<file path="src/rtl/pairls_pkg.sv">
package pairls_pkg;
  parameter int CAUSE_W = 4;

  typedef enum logic [2:0] {
    ST_IDLE, ST_REQ0, ST_RSP0, ST_REQ1, ST_RSP1, ST_WB0, ST_WB1
  } seq_state_e;

  localparam logic [CAUSE_W-1:0] CAUSE_ILLEGAL = 4'd2;
  localparam logic [CAUSE_W-1:0] CAUSE_LD_MIS  = 4'd4;
  localparam logic [CAUSE_W-1:0] CAUSE_LD_FLT  = 4'd5;
  localparam logic [CAUSE_W-1:0] CAUSE_ST_MIS  = 4'd6;
  localparam logic [CAUSE_W-1:0] CAUSE_ST_FLT  = 4'd7;
endpackage

</file>
<file path="src/rtl/pairls_agu.sv">
module pairls_agu #(
  parameter int XW = 32,
  parameter int IW = 12,
  parameter int RW = 5
) (
  input  logic [XW-1:0] base_val,
  input  logic [IW-1:0] offset,
  input  logic [RW-1:0] data_idx,
  output logic [XW-1:0] ea,
  output logic          odd_reg,
  output logic          misal
);
  localparam int BW = XW / 8;
  localparam int AL = $clog2(BW);

  logic [XW-1:0] off_ext;

  always_comb begin
    off_ext = {{(XW-IW){offset[IW-1]}}, offset};
    ea      = base_val + off_ext;
    odd_reg = data_idx[0];
    misal   = |ea[AL-1:0];
  end
endmodule

</file>
<file path="src/rtl/pairls_ctrl.sv">
module pairls_ctrl
  import pairls_pkg::*;
#(
  parameter int XW = 32,
  parameter int RW = 5
) (
  input  logic               clk,
  input  logic               rst_n,
  input  logic               cmd_valid,
  output logic               cmd_ready,
  input  logic               cmd_store,
  input  logic [RW-1:0]      cmd_data_idx,
  input  logic [RW-1:0]      cmd_base_idx,
  input  logic [XW-1:0]      ea,
  input  logic               odd_reg,
  input  logic               misal,
  output logic               mem_req_valid,
  input  logic               mem_req_ready,
  output logic [XW-1:0]      mem_req_addr,
  output logic [XW-1:0]      mem_req_wdata,
  output logic               mem_req_we,
  output logic [XW/8-1:0]    mem_req_be,
  input  logic               mem_rsp_valid,
  input  logic [XW-1:0]      mem_rsp_data,
  input  logic               mem_rsp_err,
  output logic               rf_re,
  output logic [RW-1:0]      rf_raddr,
  input  logic [XW-1:0]      rf_rdata,
  output logic               rf_we,
  output logic [RW-1:0]      rf_waddr,
  output logic [XW-1:0]      rf_wdata,
  output logic               done,
  output logic               trap,
  output logic [CAUSE_W-1:0] trap_cause
);
  localparam int BW = XW / 8;
  localparam logic [XW-1:0] STEP = XW'(BW);

  seq_state_e         st_q, st_d;
  logic               done_q, done_d, trap_q, trap_d;
  logic [CAUSE_W-1:0] cause_q, cause_d;
  logic               store_q, swap_q;
  logic [RW-1:0]      didx_q;
  logic [XW-1:0]      ea_q, lo_q, hi_q;
  logic               acc_en, lo_en, hi_en, pair_zero, word_sel, wr_hi;

  assign acc_en    = cmd_valid && (st_q == ST_IDLE);
  assign pair_zero = (didx_q == '0);

  // next-state process
  always_comb begin
    st_d    = st_q;
    done_d  = 1'b0;
    trap_d  = 1'b0;
    cause_d = cause_q;
    lo_en   = 1'b0;
    hi_en   = 1'b0;
    unique case (st_q)
      ST_IDLE: if (cmd_valid) begin
        if (odd_reg) begin
          trap_d  = 1'b1;
          cause_d = CAUSE_ILLEGAL;
        end else if (misal) begin
          trap_d  = 1'b1;
          cause_d = cmd_store ? CAUSE_ST_MIS : CAUSE_LD_MIS;
        end else begin
          st_d = ST_REQ0;
        end
      end
      ST_REQ0: if (mem_req_ready) st_d = ST_RSP0;
      ST_REQ1: if (mem_req_ready) st_d = ST_RSP1;
      ST_RSP0: if (mem_rsp_valid) begin
        if (mem_rsp_err) begin
          trap_d  = 1'b1;
          cause_d = store_q ? CAUSE_ST_FLT : CAUSE_LD_FLT;
          st_d    = ST_IDLE;
        end else begin
          lo_en = 1'b1;
          st_d  = ST_REQ1;
        end
      end
      ST_RSP1: if (mem_rsp_valid) begin
        if (mem_rsp_err) begin
          trap_d  = 1'b1;
          cause_d = store_q ? CAUSE_ST_FLT : CAUSE_LD_FLT;
          st_d    = ST_IDLE;
        end else begin
          hi_en = 1'b1;
          if (store_q || pair_zero) begin
            done_d = 1'b1;
            st_d   = ST_IDLE;
          end else begin
            st_d = ST_WB0;
          end
        end
      end
      ST_WB0:  st_d = ST_WB1;
      ST_WB1:  st_d = ST_IDLE;
      default: st_d = ST_IDLE;
    endcase
  end

  // control registers
  always_ff @(posedge clk or negedge rst_n) begin
    if (!rst_n) begin
      st_q    <= ST_IDLE;
      done_q  <= 1'b0;
      trap_q  <= 1'b0;
      cause_q <= '0;
    end else begin
      st_q   <= st_d;
      done_q <= done_d;
      trap_q <= trap_d;
      if (trap_d) cause_q <= cause_d;
    end
  end

  // datapath registers, enabled
  always_ff @(posedge clk) begin
    if (acc_en) begin
      store_q <= cmd_store;
      didx_q  <= cmd_data_idx;
      swap_q  <= (cmd_base_idx == cmd_data_idx);
      ea_q    <= ea;
    end
    if (lo_en) lo_q <= mem_rsp_data;
    if (hi_en) hi_q <= mem_rsp_data;
  end

  // outputs
  always_comb begin
    word_sel      = (st_q == ST_REQ1);
    mem_req_valid = (st_q == ST_REQ0) || word_sel;
    mem_req_addr  = word_sel ? (ea_q + STEP) : ea_q;
    mem_req_we    = store_q;
    mem_req_be    = '1;
    rf_re         = mem_req_valid && store_q && !pair_zero;
    rf_raddr      = {didx_q[RW-1:1], word_sel};
    mem_req_wdata = pair_zero ? '0 : rf_rdata;
    wr_hi         = ((st_q == ST_WB0) == swap_q);
    rf_we         = (st_q == ST_WB0) || (st_q == ST_WB1);
    rf_waddr      = {didx_q[RW-1:1], wr_hi};
    rf_wdata      = wr_hi ? hi_q : lo_q;
    done          = done_q || (st_q == ST_WB1);
    trap          = trap_q;
    trap_cause    = cause_q;
    cmd_ready     = (st_q == ST_IDLE);
  end
endmodule

</file>
<file path="src/rtl/pairls_seq.sv">
module pairls_seq
  import pairls_pkg::*;
#(
  parameter int XW = 32,
  parameter int RW = 5,
  parameter int IW = 12
) (
  input  logic               clk,
  input  logic               rst_n,
  input  logic               cmd_valid,
  output logic               cmd_ready,
  input  logic               cmd_store,
  input  logic [RW-1:0]      cmd_data_idx,
  input  logic [RW-1:0]      cmd_base_idx,
  input  logic [XW-1:0]      cmd_base_val,
  input  logic [IW-1:0]      cmd_offset,
  output logic               mem_req_valid,
  input  logic               mem_req_ready,
  output logic [XW-1:0]      mem_req_addr,
  output logic [XW-1:0]      mem_req_wdata,
  output logic               mem_req_we,
  output logic [XW/8-1:0]    mem_req_be,
  input  logic               mem_rsp_valid,
  input  logic [XW-1:0]      mem_rsp_data,
  input  logic               mem_rsp_err,
  output logic               rf_re,
  output logic [RW-1:0]      rf_raddr,
  input  logic [XW-1:0]      rf_rdata,
  output logic               rf_we,
  output logic [RW-1:0]      rf_waddr,
  output logic [XW-1:0]      rf_wdata,
  output logic               done,
  output logic               trap,
  output logic [CAUSE_W-1:0] trap_cause
);
  logic [XW-1:0] ea;
  logic          odd_reg, misal;

  pairls_agu #(.XW(XW), .IW(IW), .RW(RW)) agu_i (
    .base_val (cmd_base_val),
    .offset   (cmd_offset),
    .data_idx (cmd_data_idx),
    .ea       (ea),
    .odd_reg  (odd_reg),
    .misal    (misal)
  );

  pairls_ctrl #(.XW(XW), .RW(RW)) ctrl_i (
    .clk, .rst_n, .cmd_valid, .cmd_ready, .cmd_store, .cmd_data_idx,
    .cmd_base_idx, .ea, .odd_reg, .misal,
    .mem_req_valid, .mem_req_ready, .mem_req_addr, .mem_req_wdata,
    .mem_req_we, .mem_req_be, .mem_rsp_valid, .mem_rsp_data, .mem_rsp_err,
    .rf_re, .rf_raddr, .rf_rdata, .rf_we, .rf_waddr, .rf_wdata,
    .done, .trap, .trap_cause
  );
endmodule

</file>
<file path="config.mk">
export PLATFORM = sky130hd
export DESIGN_NAME = pairls_seq
export DESIGN_NICKNAME = d
export VERILOG_FILES = /design/src/rtl/pairls_pkg.sv /design/src/rtl/pairls_agu.sv /design/src/rtl/pairls_ctrl.sv /design/src/rtl/pairls_seq.sv
export SDC_FILE = /design/constraint.sdc
export NUM_CORES = 1
export LEC_CHECK = 0
export BUFFER_PORTS_ARGS = -buffer_cell sky130_fd_sc_hd__clkbuf_2
export CAP_MARGIN = 5
export CORE_MARGIN = 2
export CORE_UTILIZATION = 50
export DETAILED_ROUTE_END_ITERATION = 8
export GPL_TIMING_DRIVEN = 1
export PLACE_DENSITY = 0.81
export SYNTH_ARGS = -nofsm -noshare
export SYNTH_HDL_FRONTEND = slang
export SYNTH_SLANG_ARGS = --single-unit
</file>
<file path="constraint.sdc">
create_clock -name clk -period 3.2 [get_ports clk]
set_input_delay 0.48 -clock clk [delete_from_list [all_inputs] [get_ports clk]]
set_output_delay 0.48 -clock clk [all_outputs]
set_load 0.01 [all_outputs]
</file>
======== Word level (Yosys, flattened, before mapping) ========
Index checks and enable logic that the tools add are counted.
word-level totals
  flip-flop bits (word level) ............. 112
  output and inout bits ................... 121
operators by class
  add/sub/neg operators ................... 2
  equal/unequal tests ..................... 18
  multiplexer cells ....................... 36
  reductions and logical operators ........ 15
operator list
  operator                                        count
  two-way mux 32 bit                              3
  adder 32 x 3 -> 32 bit (second input constant)  1
  adder 32 bit                                    1
  two-way mux 3 bit                               9
  two-way mux 4 bit                               5
  case mux 3 bit (6 select lines)                 1
  != test 2 bit (second input constant)           7
  two-way mux 1 bit                               13
  == test 3 bit (second input constant)           3
  case mux 4 bit (2 select lines)                 1
  AND reduction 7 bit                             1
  == test 3 x 2 -> 1 bit (second input constant)  2
  two-way mux 2 bit                               3
  AND reduction 6 bit                             1
  == test 5 bit                                   1
  logical NOT 5 bit                               1
  logical OR 1 bit                                4
  != test 2 x 1 -> 1 bit (second input constant)  2
  OR reduction 2 bit                              2
  == test 3 x 1 -> 1 bit (second input constant)  1
  logical AND 1 bit                               3
  logical NOT 3 bit                               1
  != test 3 x 1 -> 1 bit (second input constant)  1
  case mux 1 bit (2 select lines)                 1
  3 further kinds                                 3

======== Depth between registers and ports, before layout ========
  depth in word-level cells ............... 7
  depth in mapped cells ................... 11
  depth with buffers taken out ............ 10

======== Hierarchy ========
From an unflattened synthesis, not the netlist that was laid out.
unflattened totals
  cells, all modules ...................... 581
  area, all modules ....................... 6934.2 µm²
by module, submodules not included
  module       times used  cells an instance  area each (µm²)
  pairls_ctrl  1           339                5188.7
  pairls_agu   1           242                1745.4

======== Least setup slack after synthesis ========
OpenSTA, ideal clock, no wires.
  path kind ............................... input to register
  from .................................... input port cmd_base_val[0]
  to ...................................... register ctrl_i.ea_q[28], data pin
  library setup time ...................... 0.262 ns
  data arrival time ....................... 2.536 ns
  required time ........................... 2.938 ns
  setup slack ............................. 0.402 ns
  stages .................................. 10
  path through ............................ ha_1 -> fa_1 -> a21o_1 -> a221oi_2 -> o21ai_2 -> a41oi_4 -> o21ai_1 -> a211oi_2 -> o21ai_1 -> xor2_1
between the ends
  cells in the longest elaborated chain, start to end .. 1
RTL lines
  what                    line                RTL
  start, declared         pairls_seq.sv:15    input logic [XW-1:0] cmd_base_val,
  adder 32 bit            pairls_agu.sv:20    ea = base_val + off_ext;
  named net agu_i.ea[28]  pairls_agu.sv:9     output logic [XW-1:0] ea,
  end signal, assigned    pairls_ctrl.sv:124  ea_q <= ea;
  end, declared           pairls_ctrl.sv:44   logic [XW-1:0] ea_q, lo_q, hi_q;
The timed path passes the listed nets, and every way through them passes these cells.
A chain may end at the register's enable or synchronous reset.

======== Worst setup path in the final report ========
  from .................................... register ctrl_i.st_q[2]
  to ...................................... output port mem_req_addr[15]
between the ends
  cells in the longest elaborated chain, start to end .. 2
RTL lines
  what                    line                RTL
  start, declared         pairls_ctrl.sv:39   seq_state_e st_q, st_d;
  start signal, assigned  pairls_ctrl.sv:111  st_q <= st_d;
  == test 3 x 2 -> 1 bit  pairls_ctrl.sv:132  word_sel = (st_q == ST_REQ1);
  two-way mux 32 bit      pairls_ctrl.sv:134  mem_req_addr = word_sel ? (ea_q + STEP) : ea_q;
  end, declared           pairls_seq.sv:19    output logic [XW-1:0] mem_req_addr,
No other way between the ends.

==> run metrics <==
status finished clean; MaxCap Viol Count 0; final WL 15100 um; Slew Limit Fails 0; placed cell area 0.00778 mm^2; Vias 4968; worst path cell trace nor2_2, and2_1, nand4_1, nor2_1, and3_1, nand3_1, xnor2_1, clkbuf_2; YS warnings 0; Final setup viols 0; Setup Skew 9.79 ps; Adder-Cell Fraction of Synth Area 6.51%; Distinct cells, synth 54; Post-synth EDFFs 103; slowest stage cell on the critical path dfrtp_1; post-synthesis sequential element count 111; number of DRC markers in iteration 0 306; syn_area_per_cell 11.8 um^2; total power 0.00475 W; row cnt 41; CP required 2720 ps; ys async rst share 7.21%; post-synth top area cell edfxtp_1; CTS tree done; CTS sink count 111; Pwr Density 587 mW/mm^2; fmax 333 MHz; I/O Buffers 240; drt drc 0; Crit Path Max Fanout 10; Data arrival, critical path 2520 ps; worst hold path type in2reg; post-synthesis cell area 0.00645 mm^2; gr ovfl total 0; largest net degree at the start of global routing 40; CTS Root Cell clkbuf_16; initial core utilization 51.1%; multiplexer share of the synthesized area 5.93%; Die Span X 118 um; initial antenna violation count 0; synthesis-to-layout area growth 25.5%; largest family of logic cells by synthesized area simple AND/OR/NAND/NOR gates; first-pass GRT wire length 23800 um; Synth Area in Simple Gates 12.5%; drt first pass iters 4; most numerous cell in the Yosys netlist edfxtp_1; post-layout instance area 0.00810 mm^2; Vias/cell 5.22; Total GRT Usage 21.3%; Reg clk slew, reported paths 80 ps; DR WL/cell 15.9 um; Leak Pwr 3.49 nW; largest cells by area after synthesis edfxtp_1, ha_1, xnor2_1; max incr delay on CP 500 ps; area share of the largest cell type after synthesis 47.9%; synthesized instance count 547; XOR/XNOR Fraction of Synth Area 8.96%; relative slew slack 37.3%; Final Critical Period 3000 ps; VDD IR-drop max 0.303 mV; vias in the first global route 4857; crit path launch type flop; post-synthesis compound-gate area fraction 11.5%; Skew-Pair Late Insertion Delay 330 ps; Ports 246; gpl congestion 0.933; post-CTS setup buffer count 0; hpwl dp 12200 um; die area 0.0138 mm^2; Antenna Nets Post-Route 0; share of cells above drive strength 1 40.7%; Setup CP Type reg2out; sequential-to-total area share from yosys stat 51.0%; final hold viol count 0; Die Ht 118 um; H-tree levels 3; core area 0.0126 mm^2; Tcrit/Tclk final 93.9%; Num CTS Buffers 9; ant diodes 0; Main synth FF type edfxtp_1; Longest Clk Path Bufs 2; Worst Max-Slew Pin Slew 938 ps; most instantiated cells after synthesis edfxtp_1, xnor2_1, nand2_1; setup TNS 0 ps; nets@finish 932; crit end category output pin; RSZ-0062 raised after global routing true
-- routing by layer --
| layer | vias to the layer above | track usage [%] | part of all wire (%) |
|---|---|---|---|
| met1 | 2344 | 26.6 | 42 |
| li1 | 2437 | - | - |
| met2 | 169 | 37.8 | 51 |
| met5 | - | 0 | 0 |
| met4 | 0 | 6.17 | 1.8 |
| met3 | 18 | 3.68 | 5.6 |
-- state kept, by name, summed over array words and instances, names as in the netlist, 3 cells and up --
signal,cells
ctrl_i.didx_q,5
ctrl_i.trap_cause,3
ctrl_i.hi_q,32
ctrl_i.ea_q,32
ctrl_i.lo_q,32
ctrl_i.st_q,3
-- placed cells by master, fill, tap and decap left out, types with 2 or more instances in the layout --
| cell type | n |
|---|---|
| dfrtp_1 | 7 |
| buf_4 | 6 |
| o21a_1 | 4 |
| inv_1 | 4 |
| and3_1 | 15 |
| ha_1 | 32 |
| mux2_2 | 34 |
| nor3_1 | 6 |
| and2_1 | 8 |
| or4_1 | 2 |
| nand2_1 | 39 |
| a211oi_1 | 2 |
| o31ai_1 | 3 |
| a21o_1 | 19 |
| xor2_1 | 21 |
| conb_1 | 5 |
| a21oi_1 | 26 |
| nor2_2 | 3 |
| nand4_1 | 9 |
| clkbuf_16 | 9 |
| nor2b_1 | 34 |
| o21ai_0 | 15 |
| nor2_1 | 21 |
| edfxtp_1 | 103 |
| nor2_4 | 2 |
| xnor2_1 | 44 |
| nand3_1 | 14 |
| o21ai_1 | 5 |
| clkinv_8 | 2 |
| inv_6 | 3 |
| a31oi_1 | 4 |
| clkbuf_2 | 240 |
| o21bai_1 | 4 |
| o21ai_2 | 2 |
| nand2b_1 | 2 |
| o22a_1 | 2 |
| a21boi_0 | 3 |
-- where the power goes --
part	total (W)	internal, W	switching (W)
logic	0.00164	0.000719	0.000917
clock network	0.00107	0.000555	0.000518
registers	0.00204	0.00188	0.000169
total	0.00475	0.00315	0.00160
-- metrics by stage --
stage / instances / worst slack [ps] / util (%) / hold WS, ps
detailed placement: 934 / 68.4 / 61.6 / 346
CTS: 951 / 118 / 64.1 / 325
global placement: 934 / 124 / 61.6 / 335
finish: 951 / 196 / 64.2 / 336
floorplan: 550 / 402 / - / 184
global route: 951 / -5.22 / 64.2 / 322
-- cell families after synthesis --
group | count (synthesis)
other | 2
buffers and inverters | 40
XOR/XNOR | 66
AND/OR/NAND/NOR | 158
multiplexers | 34
adder cells (fa/ha/maj) | 33
flip-flops | 111
AO/OA/AOI/OAI | 103
-- path summary, 6_finish.rpt --
check | depth (start not counted) | from | slack, ps | endpoint
max in group asynchronous | 2 | rst_n | 2480 | ctrl_i.st_q[0]
min in group asynchronous | 2 | rst_n | 520 | ctrl_i.st_q[1]
max | 8 | ctrl_i.st_q[2] | 200 | mem_req_addr[15]
max reg2reg | 2 | ctrl_i.st_q[1] | 1200 | ctrl_i.hi_q[8]
min reg2reg | 1 | ctrl_i.trap_cause[1] | 540 | ctrl_i.trap_cause[1]
min | 1 | mem_rsp_data[21] | 340 | ctrl_i.lo_q[21]
-- critical path, delay by kind of cell, from the launching register on --
kind / cells / cell delay (ps)
xor+xnor: 1 / 220
buf+inv: 1 / 180
flops: 1 / 500
simple gates: 6 / 1280
-- final cells by class --
| cell class | count | area (um^2) |
|---|---|---|
| Clock buffer | 9 | 225 |
| Clock inverter | 7 | 77.6 |
| Inverter | 5 | 18.8 |
| Multi-Input combinational cell | 399 | 2990 |
| Fill cell | 1033 | 4520 |
| Tap cell | 172 | 215 |
| Sequential cell | 111 | 3290 |
| Timing Repair Buffer | 248 | 1280 |
-- what timing repair did --
action / 4_1_cts / 5_1_grt
endpoints found under the setup margin: 0 / 6
endpoints found under the hold margin: 8 / 0
gates resized for setup: 0 / 2
hold buffers: 1 / 0
Note: power is estimated with default switching activity, not from simulation.
